`src/rtl/fxr_pkg.sv`:
```
package fxr_pkg;
  localparam int SHIFT_W = 2;

  typedef struct packed {
    logic [SHIFT_W-1:0] shift;
    logic               rnd;
    logic               sat_en;
    logic               sgn;
  } fxr_mode_t;

  localparam fxr_mode_t MODE_RST = '{shift: '0, rnd: 1'b0, sat_en: 1'b1, sgn: 1'b1};
endpackage

```
`src/rtl/fxr_cfg.sv`:
```
module fxr_cfg
  import fxr_pkg::*;
#(
  parameter int IN_W = 32
) (
  input  logic            clk_i,
  input  logic            rst_ni,
  input  logic            we_i,
  input  logic            busy_i,
  input  fxr_mode_t       mode_i,
  input  logic [IN_W-1:0] offset_i,
  output fxr_mode_t       mode_o,
  output logic [IN_W-1:0] offset_o
);
  // writes accepted only when no sample is entering
  always_ff @(posedge clk_i or negedge rst_ni) begin
    if (!rst_ni) begin
      mode_o   <= MODE_RST;
      offset_o <= '0;
    end else if (we_i && !busy_i) begin
      mode_o   <= mode_i;
      offset_o <= offset_i;
    end
  end

  AST_CFG_LOCKED: assert property (@(posedge clk_i) disable iff (!rst_ni)
    busy_i |=> $stable({mode_o, offset_o}));
endmodule

```
`src/rtl/fxr_scale.sv`:
```
module fxr_scale
  import fxr_pkg::*;
#(
  parameter int IN_W  = 32,
  parameter int DROP  = 3,
  parameter int EXT_W = IN_W + 2
) (
  input  logic        [IN_W-1:0]    data_i,
  input  logic        [IN_W-1:0]    offset_i,
  input  logic        [SHIFT_W-1:0] shift_i,
  input  logic                      rnd_i,
  output logic signed [EXT_W-1:0]   q_o
);
  localparam int N_SH = 1 << SHIFT_W;

  logic signed [EXT_W-1:0] diff;
  logic signed [EXT_W-1:0] cand [N_SH];

  // sign-extend both operands before subtracting: no wrap at zero
  assign diff = EXT_W'($signed(data_i)) - EXT_W'($signed(offset_i));

  for (genvar g = 0; g < N_SH; g++) begin : g_amt
    localparam int AMT = DROP + g;
    localparam logic signed [EXT_W-1:0] HALF = EXT_W'(1) << (AMT - 1);
    logic signed [EXT_W-1:0] sum;
    assign sum     = diff + (rnd_i ? HALF : '0);
    assign cand[g] = sum >>> AMT;
  end

  assign q_o = cand[shift_i];
endmodule

```
`src/rtl/fxr_sat.sv`:
```
module fxr_sat #(
  parameter int EXT_W = 34,
  parameter int OUT_W = 18
) (
  input  logic signed [EXT_W-1:0] q_i,
  input  logic                    sgn_i,
  input  logic                    sat_en_i,
  output logic        [OUT_W-1:0] data_o,
  output logic                    range_err_o
);
  localparam logic signed [EXT_W-1:0] S_HI = (EXT_W'(1) << (OUT_W - 1)) - EXT_W'(1);
  localparam logic signed [EXT_W-1:0] S_LO = -(EXT_W'(1) << (OUT_W - 1));
  localparam logic signed [EXT_W-1:0] U_HI = (EXT_W'(1) << OUT_W) - EXT_W'(1);

  logic signed [EXT_W-1:0] hi, lo;
  logic over, under;

  assign hi    = sgn_i ? S_HI : U_HI;
  assign lo    = sgn_i ? S_LO : '0;
  assign over  = q_i > hi;
  assign under = q_i < lo;
  assign range_err_o = over | under;

  always_comb begin
    if (sat_en_i && over)       data_o = hi[OUT_W-1:0];
    else if (sat_en_i && under) data_o = lo[OUT_W-1:0];
    else                        data_o = q_i[OUT_W-1:0];
  end
endmodule

```
`src/rtl/fxr_flag.sv`:
```
module fxr_flag (
  input  logic clk_i,
  input  logic rst_ni,
  input  logic set_i,
  input  logic clr_i,
  output logic flag_o
);
  // set wins over a simultaneous clear
  always_ff @(posedge clk_i or negedge rst_ni) begin
    if (!rst_ni) flag_o <= 1'b0;
    else         flag_o <= (flag_o & ~clr_i) | set_i;
  end

  AST_FLAG_STICKY: assert property (@(posedge clk_i) disable iff (!rst_ni)
    (flag_o && !clr_i) |=> flag_o);
  AST_SET_BEATS_CLR: assert property (@(posedge clk_i) disable iff (!rst_ni)
    set_i |=> flag_o);
  AST_CLR_ONLY: assert property (@(posedge clk_i) disable iff (!rst_ni)
    (clr_i && !set_i) |=> !flag_o);
endmodule

```
`src/rtl/fxr_reduce.sv`:
```
module fxr_reduce
  import fxr_pkg::*;
#(
  parameter int IN_W     = 32,
  parameter int IN_FRAC  = 20,
  parameter int OUT_W    = 18,
  parameter int OUT_FRAC = 17
) (
  input  logic               clk_i,
  input  logic               rst_ni,
  input  logic               cfg_we_i,
  input  logic [SHIFT_W-1:0] cfg_shift_i,
  input  logic               cfg_round_i,
  input  logic               cfg_sat_en_i,
  input  logic               cfg_signed_i,
  input  logic [IN_W-1:0]    cfg_offset_i,
  input  logic               in_valid_i,
  input  logic [IN_W-1:0]    in_data_i,
  output logic               out_valid_o,
  output logic [OUT_W-1:0]   out_data_o,
  input  logic               ovf_clr_i,
  output logic               ovf_sticky_o
);
  localparam int DROP  = IN_FRAC - OUT_FRAC;
  localparam int EXT_W = IN_W + 2;

  fxr_mode_t               mode_d, mode_q;
  logic [IN_W-1:0]         offset_q;
  logic signed [EXT_W-1:0] q;
  logic [OUT_W-1:0]        res;
  logic                    range_err;

  assign mode_d = '{shift: cfg_shift_i, rnd: cfg_round_i,
                    sat_en: cfg_sat_en_i, sgn: cfg_signed_i};

  fxr_cfg #(.IN_W(IN_W)) u_cfg (
    .clk_i    (clk_i),
    .rst_ni   (rst_ni),
    .we_i     (cfg_we_i),
    .busy_i   (in_valid_i),
    .mode_i   (mode_d),
    .offset_i (cfg_offset_i),
    .mode_o   (mode_q),
    .offset_o (offset_q)
  );

  fxr_scale #(.IN_W(IN_W), .DROP(DROP), .EXT_W(EXT_W)) u_scale (
    .data_i   (in_data_i),
    .offset_i (offset_q),
    .shift_i  (mode_q.shift),
    .rnd_i    (mode_q.rnd),
    .q_o      (q)
  );

  fxr_sat #(.EXT_W(EXT_W), .OUT_W(OUT_W)) u_sat (
    .q_i         (q),
    .sgn_i       (mode_q.sgn),
    .sat_en_i    (mode_q.sat_en),
    .data_o      (res),
    .range_err_o (range_err)
  );

  fxr_flag u_flag (
    .clk_i  (clk_i),
    .rst_ni (rst_ni),
    .set_i  (in_valid_i & range_err),
    .clr_i  (ovf_clr_i),
    .flag_o (ovf_sticky_o)
  );

  always_ff @(posedge clk_i or negedge rst_ni) begin
    if (!rst_ni) begin
      out_valid_o <= 1'b0;
      out_data_o  <= '0;
    end else begin
      out_valid_o <= in_valid_i;
      if (in_valid_i) out_data_o <= res;
    end
  end

  AST_VALID_LATENCY: assert property (@(posedge clk_i) disable iff (!rst_ni)
    in_valid_i |=> out_valid_o);
  AST_IDLE_HOLD: assert property (@(posedge clk_i) disable iff (!rst_ni)
    !in_valid_i |=> (!out_valid_o && $stable(out_data_o)));
endmodule

```
`config.mk`:
```
export PLATFORM = sky130hd
export DESIGN_NAME = fxr_reduce
export DESIGN_NICKNAME = d
export VERILOG_FILES = /design/src/rtl/fxr_pkg.sv /design/src/rtl/fxr_cfg.sv /design/src/rtl/fxr_scale.sv /design/src/rtl/fxr_sat.sv /design/src/rtl/fxr_flag.sv /design/src/rtl/fxr_reduce.sv
export SDC_FILE = /design/constraint.sdc
export NUM_CORES = 1
export LEC_CHECK = 0
export BUFFER_PORTS_ARGS = -buffer_cell sky130_fd_sc_hd__buf_2
export CELL_PAD_IN_SITES_DETAIL_PLACEMENT = 0
export CELL_PAD_IN_SITES_GLOBAL_PLACEMENT = 1
export CORE_MARGIN = 4
export CORE_UTILIZATION = 50
export CTS_CLUSTER_DIAMETER = 200
export DETAILED_ROUTE_END_ITERATION = 12
export GPL_TIMING_DRIVEN = 1
export PLACE_DENSITY_LB_ADDON = 0.05
export SYNTH_ARGS = -nofsm -noshare
export SYNTH_HDL_FRONTEND = slang
export SYNTH_HIERARCHICAL = 1
export SYNTH_SLANG_ARGS = --single-unit
```
`constraint.sdc`:
```
create_clock -name clk_i -period 18.62 [get_ports clk_i]
set_input_delay 5.586 -clock clk_i [delete_from_list [all_inputs] [get_ports clk_i]]
set_output_delay 5.586 -clock clk_i [all_outputs]
set_load 0.005 [all_outputs]
```
==> flow_summary.json, run 1 <==
{
  "clock_latency_ns": 0.35,
  "worstPathArrival_ns": 12.39,
  "wl_met2_um": 11800,
  "peakVddDrop_uv": 49.8,
  "grt_setup_unrepaired": "no",
  "yosys_warnings": 6,
  "p_comb_share_pct": 65.5,
  "fin_cells": 1286,
  "num_antenna_cells": 0,
  "cts_buffers": 9,
  "cts_tree": "built",
  "fin_tns_setup_ns": 0,
  "swShare_pct": 46.0,
  "fin_util_pct": 55.8,
  "dp_hpwl_um": 20600,
  "gp_congestion": 1.02,
  "met1Wirelength_um": 11500,
  "power_frac_clock_pct": 17.9,
  "post_cts_buffers": 0,
  "intPower_mw": 0.574,
  "run_status": "finished, final reports clean",
  "num_rows": 47,
  "ff_latch_area_um2": 1430,
  "io_buffers": 93,
  "syn_inst": 1003,
  "total_power_mw": 1.06,
  "rr_startpoint": "u_cfg/offset_o[8]",
  "synth_area_leaders": "dfrtp_1 16%, xnor2_1 8.9%, ha_1 7.9%",
  "top_layer_used": "met4",
  "min_from": "u_flag/flag_o",
  "grt_max_degree": 58,
  "hold_viol_final": 0,
  "setup_violations": 0,
  "die_w_um": 137,
  "die_y_um": 137,
  "required_ns": 18.85,
  "syn_area_um2": 8360,
  "wire_per_inst_um": 20.5,
  "ios": 94,
  "drcViolationCount": 0,
  "synth-main-ff-cell": "dfrtp_1",
  "tightest_slew_ns": 1.12,
  "antenna_left": 0,
  "slew_violations": 0,
  "p_leak_nw": 3.72,
  "skew_ns": 0.00807,
  "htreeDepth": 3,
  "r2r_slack_ns": 11.40,
  "synth.distinct_cells": 88,
  "viasPerCell": 6.18,
  "p_seq_share_pct": 16.6,
  "multi_input_area_um2": 6400,
  "dieArea_um2": 18800,
  "place_area_um2": 8860,
  "cts_sinks": 57,
  "p_per_area_nw_per_um2": 116,
  "cts_max_path_buffers": 2,
  "period_share_pct": 65.3,
  "cp-start-kind": "primary input",
  "cp-end-kind": "register",
  "critPathMaxFanout": 17,
  "crit_type": "primary input to register",
  "synth_nets": 1130,
  "syn2layout_area_growth_pct": 9.96,
  "whs_endpoint": "u_flag/flag_o",
  "drt_iter0_markers": 584,
  "cts_root_buf": "clkbuf_16",
  "synth_top_area_share_pct": 16.5,
  "ys_ff_latch": 57,
  "cts.repair.resized": 0,
  "nets": 1188,
  "synthArstFlopShare_pct": 100,
  "cts-hold-fix-buffers": 0,
  "wl_met3_um": 1830,
  "min_path_type": "register to register",
  "clk_pin_slew_ns": 0.06,
  "max_freq_mhz": 82.3,
  "power_switching_mw": 0.489,
  "overflow": 0,
  "synth_edf_count": 0,
  "core_area_um2": 16500,
  "synth_common_cells": "85 x xnor2_1, 74 x nor2_1, 70 x nand2_1, 55 x dfrtp_1, 53 x ha_1",
  "slew_headroom_pct": 25.3,
  "drive_above_1_share_pct": 21.5,
  "yosysTopAreaCell": "dfrtp_1",
  "wl_um": 26400,
  "grt_pass1_vias": 7658,
  "grt_pass1_wl_um": 41500,
  "hold_depth": 1,
  "start_util_pct": 50.8,
  "dp.cells": 1270,
  "syn_area_per_cell_um2": 8.33,
  "r2r_end": "out_data_o[16]",
  "fin_crit_ns": 12.15,
  "r2r_cells": 21,
  "finalWorstSetupSlack_ns": 6.47,
  "cap_violations": 0,
  "synthMostInstantiatedCell": "xnor2_1",
  "grtUsageTotal_pct": 28.3,
  "fin_hold_ws_ns": 0.484,
  "dp_slack_ns": 6.20,
  "stdcell_area_um2": 9190,
  "yosysSeqAreaShare_pct": 17.1,
  "antenna_found_initial": 0,
  "dr.pass1.iters": 5,
  "dr_total_vias": 7951,
  "fill_cells": 1603
}
[critical path, stage by stage]
cell and delay [ns]:
buf_2 0.10, ha_1 0.55, a211oi_1 0.14, o21bai_1 0.41, o21ai_0 0.19, a21oi_1 0.31
o41ai_4 0.19, or4_4 0.62, or4_1 0.82, or4_4 0.65, nor4_2 0.15, nor3_1 0.08
or4b_1 0.58, ha_1 0.35, a21o_1 0.18, a21o_1 0.16, a21oi_1 0.15, o211ai_1 0.17
or2_2 0.47, a21o_1 0.24, mux2_2 0.26
[layer usage]
metal	track usage (%)	vias to the layer above
li1	-	3806
met1	38.3	3781
met2	43.4	302
met3	5.33	62
met4	13.9	0
met5	0	-
[cell usage in the layout, fill, tap and decap left out, drive strengths merged, types with 9 or more instances in the layout]
cell,count
buf,108
xnor2,85
nor2,74
nand2,70
mux2,56
dfrtp,55
ha,53
a21oi,49
inv,46
o21ai,40
nor3,39
xor2,37
nand3,34
a21o,30
nand4,27
nor4,26
and2,18
mux4,14
clkbuf,12
nand2b,11
a211oi,11
or2,10
o22ai,9
[state kept, by name, summed over array words and instances, names as in the netlist]
name / count
u_flag/flag_o: 1
out_data_o: 18
out_valid_o: 1
u_cfg/offset_o: 32
u_cfg/mode_o: 5
[how the worst max path moves through the flow]
stage | start | to | slack, ns | cells after the start
6_report | in_data_i[8] | out_data_o[16] | 6.47 | 21
5_1_grt | in_data_i[8] | out_data_o[16] | 6.09 | 21
4_1_cts | in_data_i[8] | out_data_o[16] | 6.55 | 21
3_5_place_dp | in_data_i[8] | out_data_o[16] | 6.20 | 21
3_3_place_gp | in_data_i[8] | out_data_o[15] | 6.29 | 21
2_1_floorplan | in_data_i[4] | out_data_o[10] | 7.02 | 23
[power groups by stage]
stage / clock (mW) / combinational (mW) / sequential, mW
floorplan: 0 / 0.503 / 0.175
global placement: 0 / 0.683 / 0.178
detailed placement: 0 / 0.686 / 0.178
CTS: 0.195 / 0.689 / 0.176
global route: 0.201 / 0.758 / 0.180
finish: 0.190 / 0.697 / 0.176
[cells by family after synthesis]
| kind of cell | Yosys count | synth area share (%) |
|---|---|---|
| AO/OA/AOI/OAI | 218 | 18.3 |
| XOR/XNOR | 122 | 12.8 |
| adder cells (fa/ha/maj) | 53 | 7.93 |
| buffers and inverters | 107 | 6.36 |
| flip-flops | 57 | 17.1 |
| multiplexers | 74 | 13.5 |
| AND/OR/NAND/NOR | 372 | 24.0 |
[cell type report]
class | count | share of cell area (%)
clock buffer | 12 | 2.79
clock inverter | 4 | 0.803
inverter | 46 | 1.88
multi-input combinational | 839 | 69.7
sequential | 57 | 15.5
tap | 220 | 3.00
timing repair buffer | 108 | 6.29
No activity file was read; power rests on OpenSTA's default activity.
==> run 2, diff against run 1 <==
--- a/config.mk
+++ b/config.mk
@@ -9,7 +9,7 @@
 export CELL_PAD_IN_SITES_DETAIL_PLACEMENT = 0
 export CELL_PAD_IN_SITES_GLOBAL_PLACEMENT = 1
 export CORE_MARGIN = 4
-export CORE_UTILIZATION = 50
+export CORE_UTILIZATION = 46
 export CTS_CLUSTER_DIAMETER = 200
 export DETAILED_ROUTE_END_ITERATION = 12
 export GPL_TIMING_DRIVEN = 1
==> constraint.sdc (replaced) <==
create_clock -name clk_i -period 11.3 [get_ports clk_i]
set_input_delay 3.39 -clock clk_i [delete_from_list [all_inputs] [get_ports clk_i]]
set_output_delay 3.39 -clock clk_i [all_outputs]
set_load 0.005 [all_outputs]
==> run 2 against run 1 <==
  * Hold slack improved by 0.0037 ns
  * First-iteration DRC count increased by 16%
  * Sequential power increased by 65%
  * Sequential share of layout area about the same
  * Cell area increased by 0.19%
  * Combinational power increased by 66%
==> flow_summary.json, run 2 (synthesized netlist as in run 1, its figures left out) <==
{
  "run_status": "finished, final reports clean",
  "viasPerCell": 6.13,
  "cts_tree": "built",
  "final_cell_mix": "93 x buf_2, 85 x xnor2_1, 74 x nor2_1, 70 x nand2_1, 55 x dfrtp_1",
  "dp_hpwl_um": 20800,
  "wire_per_inst_um": 20.5,
  "clock_latency_ns": 0.35,
  "die_y_um": 143,
  "cts_sinks": 57,
  "cts-hold-fix-buffers": 0,
  "cp-start-kind": "primary input",
  "wl_um": 26600,
  "layout_commonest_cell": "buf_2",
  "cts_buffers": 9,
  "worstPathArrival_ns": 10.12,
  "tightest_slew_ns": 1.15,
  "period_share_pct": 87.6,
  "die_w_um": 143,
  "post_cts_buffers": 0,
  "max_freq_mhz": 101,
  "peakVddDrop_uv": 89.7,
  "htreeDepth": 3,
  "grt_setup_unrepaired": "no",
  "num_rows": 49,
  "dr_total_vias": 7981,
  "reg.largest.list": "u_cfg/offset_o x32, out_data_o x18, u_cfg/mode_o x5",
  "io_buffers": 93,
  "max_flop_register": "u_cfg/offset_o",
  "num_antenna_cells": 0,
  "min_path_type": "register to register",
  "hold_viol_final": 0,
  "dieArea_um2": 20400,
  "cts_root_buf": "clkbuf_16",
  "fin_hold_ws_ns": 0.488,
  "cp-end-kind": "register",
  "grt_pass1_vias": 7668,
  "grt_pass1_wl_um": 42600,
  "p_per_area_nw_per_um2": 189,
  "slew_violations": 0,
  "slew_headroom_pct": 23.2,
  "overflow": 0,
  "drt_iter0_markers": 676,
  "critPathMaxFanout": 17,
  "grt_max_degree": 58,
  "dr.pass1.iters": 5,
  "antenna_left": 0,
  "setup_violations": 0,
  "nets": 1194,
  "core_area_um2": 17900,
  "skew_ns": 0.0121,
  "syn2layout_area_growth_pct": 10.2,
  "clk_pin_slew_ns": 0.06,
  "cts_max_path_buffers": 2,
  "crit_type": "primary input to register",
  "drcViolationCount": 0,
  "fin_tns_setup_ns": 0,
  "drive_above_1_share_pct": 21.8,
  "cap_violations": 0,
  "cts.repair.resized": 0,
  "required_ns": 11.52,
  "p_leak_nw": 3.73,
  "antenna_found_initial": 0,
  "gp_congestion": 0.963,
  "ios": 94,
  "fin_crit_ns": 9.90,
  "start_util_pct": 46.7,
  "fill_cells": 1807,
  "grtUsageTotal_pct": 26.5,
  "largest_reg_flops": 32
}
-- run 2: cell count changes in the layout (fill, tap and decap cells not counted), sizes merged --
cell	change
clkinvlp	+1
clkbuf	-1
bufinv	-1
buf	+6
clkinv	+2
inv	-1
-- run 2: per-stage QoR --
step | utilization [%] | power [mW] | setup WS [ns] | cells | instance area, um2
global placement | 49.8 | 1.43 | 1.09 | 1285 | 8910
floorplan | - | 1.12 | 1.89 | 1003 | 8360
detailed placement | 49.8 | 1.43 | 1.12 | 1285 | 8910
finish | 51.4 | 1.74 | 1.40 | 1301 | 9210
CTS | 51.4 | 1.73 | 1.45 | 1301 | 9210
global route | 51.4 | 1.86 | 1.08 | 1301 | 9210
-- run 2: final timing paths --
kind	from	slack, ns	endpoint	cells past startpoint
worst max-delay path	in_data_i[8]	1.40	out_data_o[1]	21
max in group asynchronous	rst_ni	7.57	u_cfg/offset_o[14]	2
worst min-delay path	u_flag/flag_o	0.49	u_flag/flag_o	1
min in group asynchronous	rst_ni	3.20	u_cfg/mode_o[4]	2
worst min register to register	u_flag/flag_o	0.49	u_flag/flag_o	1
worst max register to register	u_cfg/offset_o[8]	4.13	out_data_o[1]	21
-- run 2: layout make-up --
type | count | area [um2] | area share [%]
Clock buffer | 11 | 243 | 2.64
Multi-Input combinational cell | 839 | 6400 | 69.5
Timing Repair Buffer | 114 | 623 | 6.77
Tap cell | 229 | 287 | 3.11
Sequential cell | 57 | 1430 | 15.5
Inverter | 46 | 173 | 1.88
Clock inverter | 5 | 56.3 | 0.611
-- run 2: power by group --
group          leakage [nW]  switching (mW)  internal [mW]
clock                 0.145           0.111          0.176
combinational          2.93           0.669          0.490
sequential            0.655          0.0320          0.258
-- run 2: critical path: stages --
cell	delay, ns
buf_2	0.10
ha_1	0.52
a211oi_1	0.13
o21bai_1	0.41
o21ai_0	0.17
a21oi_1	0.30
o41ai_4	0.19
or4_4	0.62
or4_1	0.86
or4_4	0.66
nor4_2	0.15
nor3_1	0.08
or4b_1	0.56
ha_1	0.33
a21o_1	0.18
a21o_1	0.16
a21oi_1	0.15
o211ai_1	0.16
or2_2	0.47
a21o_1	0.23
mux2_2	0.26
-- run 2: metal layers --
metal / global-route usage, % / up-vias / part of all wire (%)
met5: 0 / - / 0
met4: 9.10 / 0 / 3.5
met3: 3.68 / 45 / 6.3
met2: 42.0 / 291 / 45
met1: 37.0 / 3813 / 45
li1: - / 3832 / -
==> run 3, diff against run 2 <==
--- a/config.mk
+++ b/config.mk
@@ -6,10 +6,11 @@
 export NUM_CORES = 1
 export LEC_CHECK = 0
 export BUFFER_PORTS_ARGS = -buffer_cell sky130_fd_sc_hd__buf_2
+export CAP_MARGIN = 20
 export CELL_PAD_IN_SITES_DETAIL_PLACEMENT = 0
 export CELL_PAD_IN_SITES_GLOBAL_PLACEMENT = 1
 export CORE_MARGIN = 4
-export CORE_UTILIZATION = 46
+export CORE_UTILIZATION = 50
 export CTS_CLUSTER_DIAMETER = 200
 export DETAILED_ROUTE_END_ITERATION = 12
 export GPL_TIMING_DRIVEN = 1
==> constraint.sdc (replaced) <==
create_clock -name clk_i -period 11.65 [get_ports clk_i]
set_input_delay 3.495 -clock clk_i [delete_from_list [all_inputs] [get_ports clk_i]]
set_output_delay 3.495 -clock clk_i [all_outputs]
set_load 0.005 [all_outputs]
==> run 3 against run 2 <==
  * Register-to-register slack better by 0.47 ns
  * Sequential share of layout area grew 0.076 points
  * Setup slack improved by 0.34 ns
  * Count of clock-buffer cells in the layout decreased by 1
  * Clock power decreased by 10%
  * Global-route usage increased by 1.6 points
  * Cell area fell by 0.49%
  * First-iteration DRC count increased by 4.6%
  * Via count fell by 0.34%
  * Hold slack lost 0.0062 ns
  * Utilization increased by 4.2 points
==> flow_summary.json, run 3 (synthesized netlist as in run 1, its figures left out) <==
{
  "cts-hold-fix-buffers": 0,
  "fin_tns_setup_ns": 0,
  "cp-start-kind": "primary input",
  "wire_per_inst_um": 20.2,
  "start_util_pct": 50.8,
  "run_status": "finished, final reports clean",
  "grt_pass1_vias": 7627,
  "worstSetupStartpoint": "in_data_i[17]",
  "hold_viol_final": 0,
  "cts_max_path_buffers": 2,
  "critPathMaxFanout": 17,
  "cts_root_buf": "clkbuf_16",
  "min_from": "u_flag/flag_o",
  "num_antenna_cells": 0,
  "wl_met2_um": 11400,
  "die_y_um": 137,
  "required_ns": 11.88,
  "num_rows": 47,
  "crit_top_cell": "a21o_1",
  "cts_sinks": 57,
  "layout_commonest_cell": "buf_2",
  "htreeDepth": 3,
  "slowest_delay_ns": 0.81,
  "min_path_type": "register to register",
  "syn2layout_area_growth_pct": 9.63,
  "cap_violations": 0,
  "viasPerCell": 6.17,
  "p_seq_share_pct": 17.1,
  "cts.repair.resized": 0,
  "wl_met3_um": 1710,
  "crit_path_top_delay_cell": "or4_1",
  "p_leak_nw": 3.71,
  "finalWorstSetupSlack_ns": 1.74,
  "drt_iter0_markers": 707,
  "skew_ns": 0.0109,
  "final_cell_mix": "93 x buf_2, 85 x xnor2_1, 74 x nor2_1, 70 x nand2_1, 55 x dfrtp_1",
  "antenna_left": 0,
  "cts_buffers": 9,
  "dp_hpwl_um": 20500,
  "dr_total_vias": 7954,
  "dp_slack_ns": 1.43,
  "slew_headroom_pct": 27.9,
  "met1Wirelength_um": 11700,
  "nets": 1192,
  "rr_startpoint": "u_cfg/offset_o[8]",
  "antenna_found_initial": 0,
  "crit_chain": "buf_2 -> ha_1 -> nand2_1 -> nor3_1 -> a41oi_1 -> nand3_1 -> xnor2_1 -> buf_4 -> or4_4 -> or4_1 -> or4_4 -> nor4_2 -> nor3_1 -> or4b_1 -> ha_1 -> a21o_1 -> a21o_1 -> a21oi_1 -> o211ai_1 -> or2_2 -> a21o_1 -> mux2_2",
  "setup_violations": 0,
  "cp-end-kind": "register",
  "grt_max_degree": 58,
  "crit_type": "primary input to register",
  "clk_pin_slew_ns": 0.06,
  "swShare_pct": 47.3,
  "gp_congestion": 0.992,
  "drcViolationCount": 0,
  "fin_cells": 1290,
  "tightest_slew_ns": 1.07,
  "drive_above_1_share_pct": 21.8,
  "core_area_um2": 16500,
  "worstPathArrival_ns": 10.14,
  "period_share_pct": 85.0,
  "wl_um": 26100,
  "power_switching_mw": 0.780,
  "total_power_mw": 1.65,
  "post_cts_buffers": 0,
  "clock_latency_ns": 0.35,
  "top_layer_used": "met4",
  "power_frac_clock_pct": 15.6,
  "io_buffers": 93,
  "overflow": 0,
  "fin_crit_ns": 9.91,
  "max_flop_register": "u_cfg/offset_o",
  "grt_setup_unrepaired": "no",
  "intPower_mw": 0.869,
  "max_freq_mhz": 101,
  "multi_input_area_um2": 6400,
  "dp.cells": 1273,
  "die_w_um": 137,
  "fin_hold_ws_ns": 0.482,
  "largest_reg_flops": 32,
  "ff_latch_area_um2": 1430,
  "ios": 94,
  "peakVddDrop_uv": 87.0,
  "cts_tree": "built",
  "dieArea_um2": 18800,
  "dr.pass1.iters": 7,
  "grtUsageTotal_pct": 28.0,
  "fill_cells": 1592,
  "reg.largest.list": "u_cfg/offset_o x32, out_data_o x18, u_cfg/mode_o x5",
  "slew_violations": 0,
  "p_comb_share_pct": 67.3,
  "p_per_area_nw_per_um2": 180,
  "grt_pass1_wl_um": 41000
}
run 3: cell types whose count changed in the layout (fill, tap and decap cells not counted), sizes merged:
cell / change
inv: +1
clkinvlp: +2
clkbuf: -1
buf: -2
bufinv: -1
clkinv: -1
run 3: worst max-delay path, delay by kind of cell:
family	cells	cell delay, ns
and+or+nand+nor	10	3.98
AOI/OAI and AO/OA	6	1.16
adders and majority gates	2	0.84
buffers and inverters	2	0.30
muxes	1	0.26
xor gates and xnor gates	1	0.09
run 3: worst paths after layout:
path,end,slack [ns],cells after the start
setup / recovery,out_data_o[16],1.74,22
hold / removal,u_flag/flag_o,0.48,1
setup reg to reg,out_data_o[16],4.60,21
hold reg to reg,u_flag/flag_o,0.48,1
max in group asynchronous,u_cfg/offset_o[11],7.83,2
min in group asynchronous,out_data_o[17],3.30,2
run 3: cell type report:
class / count / share of cell area, %
well taps: 220 / 3.00
repair buffers: 112 / 6.64
clock inverters: 6 / 0.451
inverters: 46 / 1.88
clock buffers: 10 / 2.61
multi-input cells: 839 / 69.8
flip-flops and latches: 57 / 15.6
run 3: layer usage:
layer | vias to the layer above | track usage [%]
li1 | 3821 | -
met1 | 3731 | 38.3
met2 | 324 | 42.3
met3 | 78 | 5.33
met4 | 0 | 14.0
met5 | - | 0
run 3: through the flow:
step           utilization (%)  area (um2)
2_1_floorplan                -        8360
4_1_cts                   55.6        9160
5_1_grt                   55.6        9160
3_5_place_dp              53.9        8870
6_report                  55.6        9160
3_3_place_gp              53.9        8870
run 3: power groups by stage:
stage	sequential (mW)	clock (mW)	combinational (mW)
2_1_floorplan	0.280	0	0.804
3_3_place_gp	0.284	0	1.09
3_5_place_dp	0.284	0	1.09
4_1_cts	0.282	0.265	1.09
5_1_grt	0.288	0.274	1.21
6_report	0.281	0.258	1.11
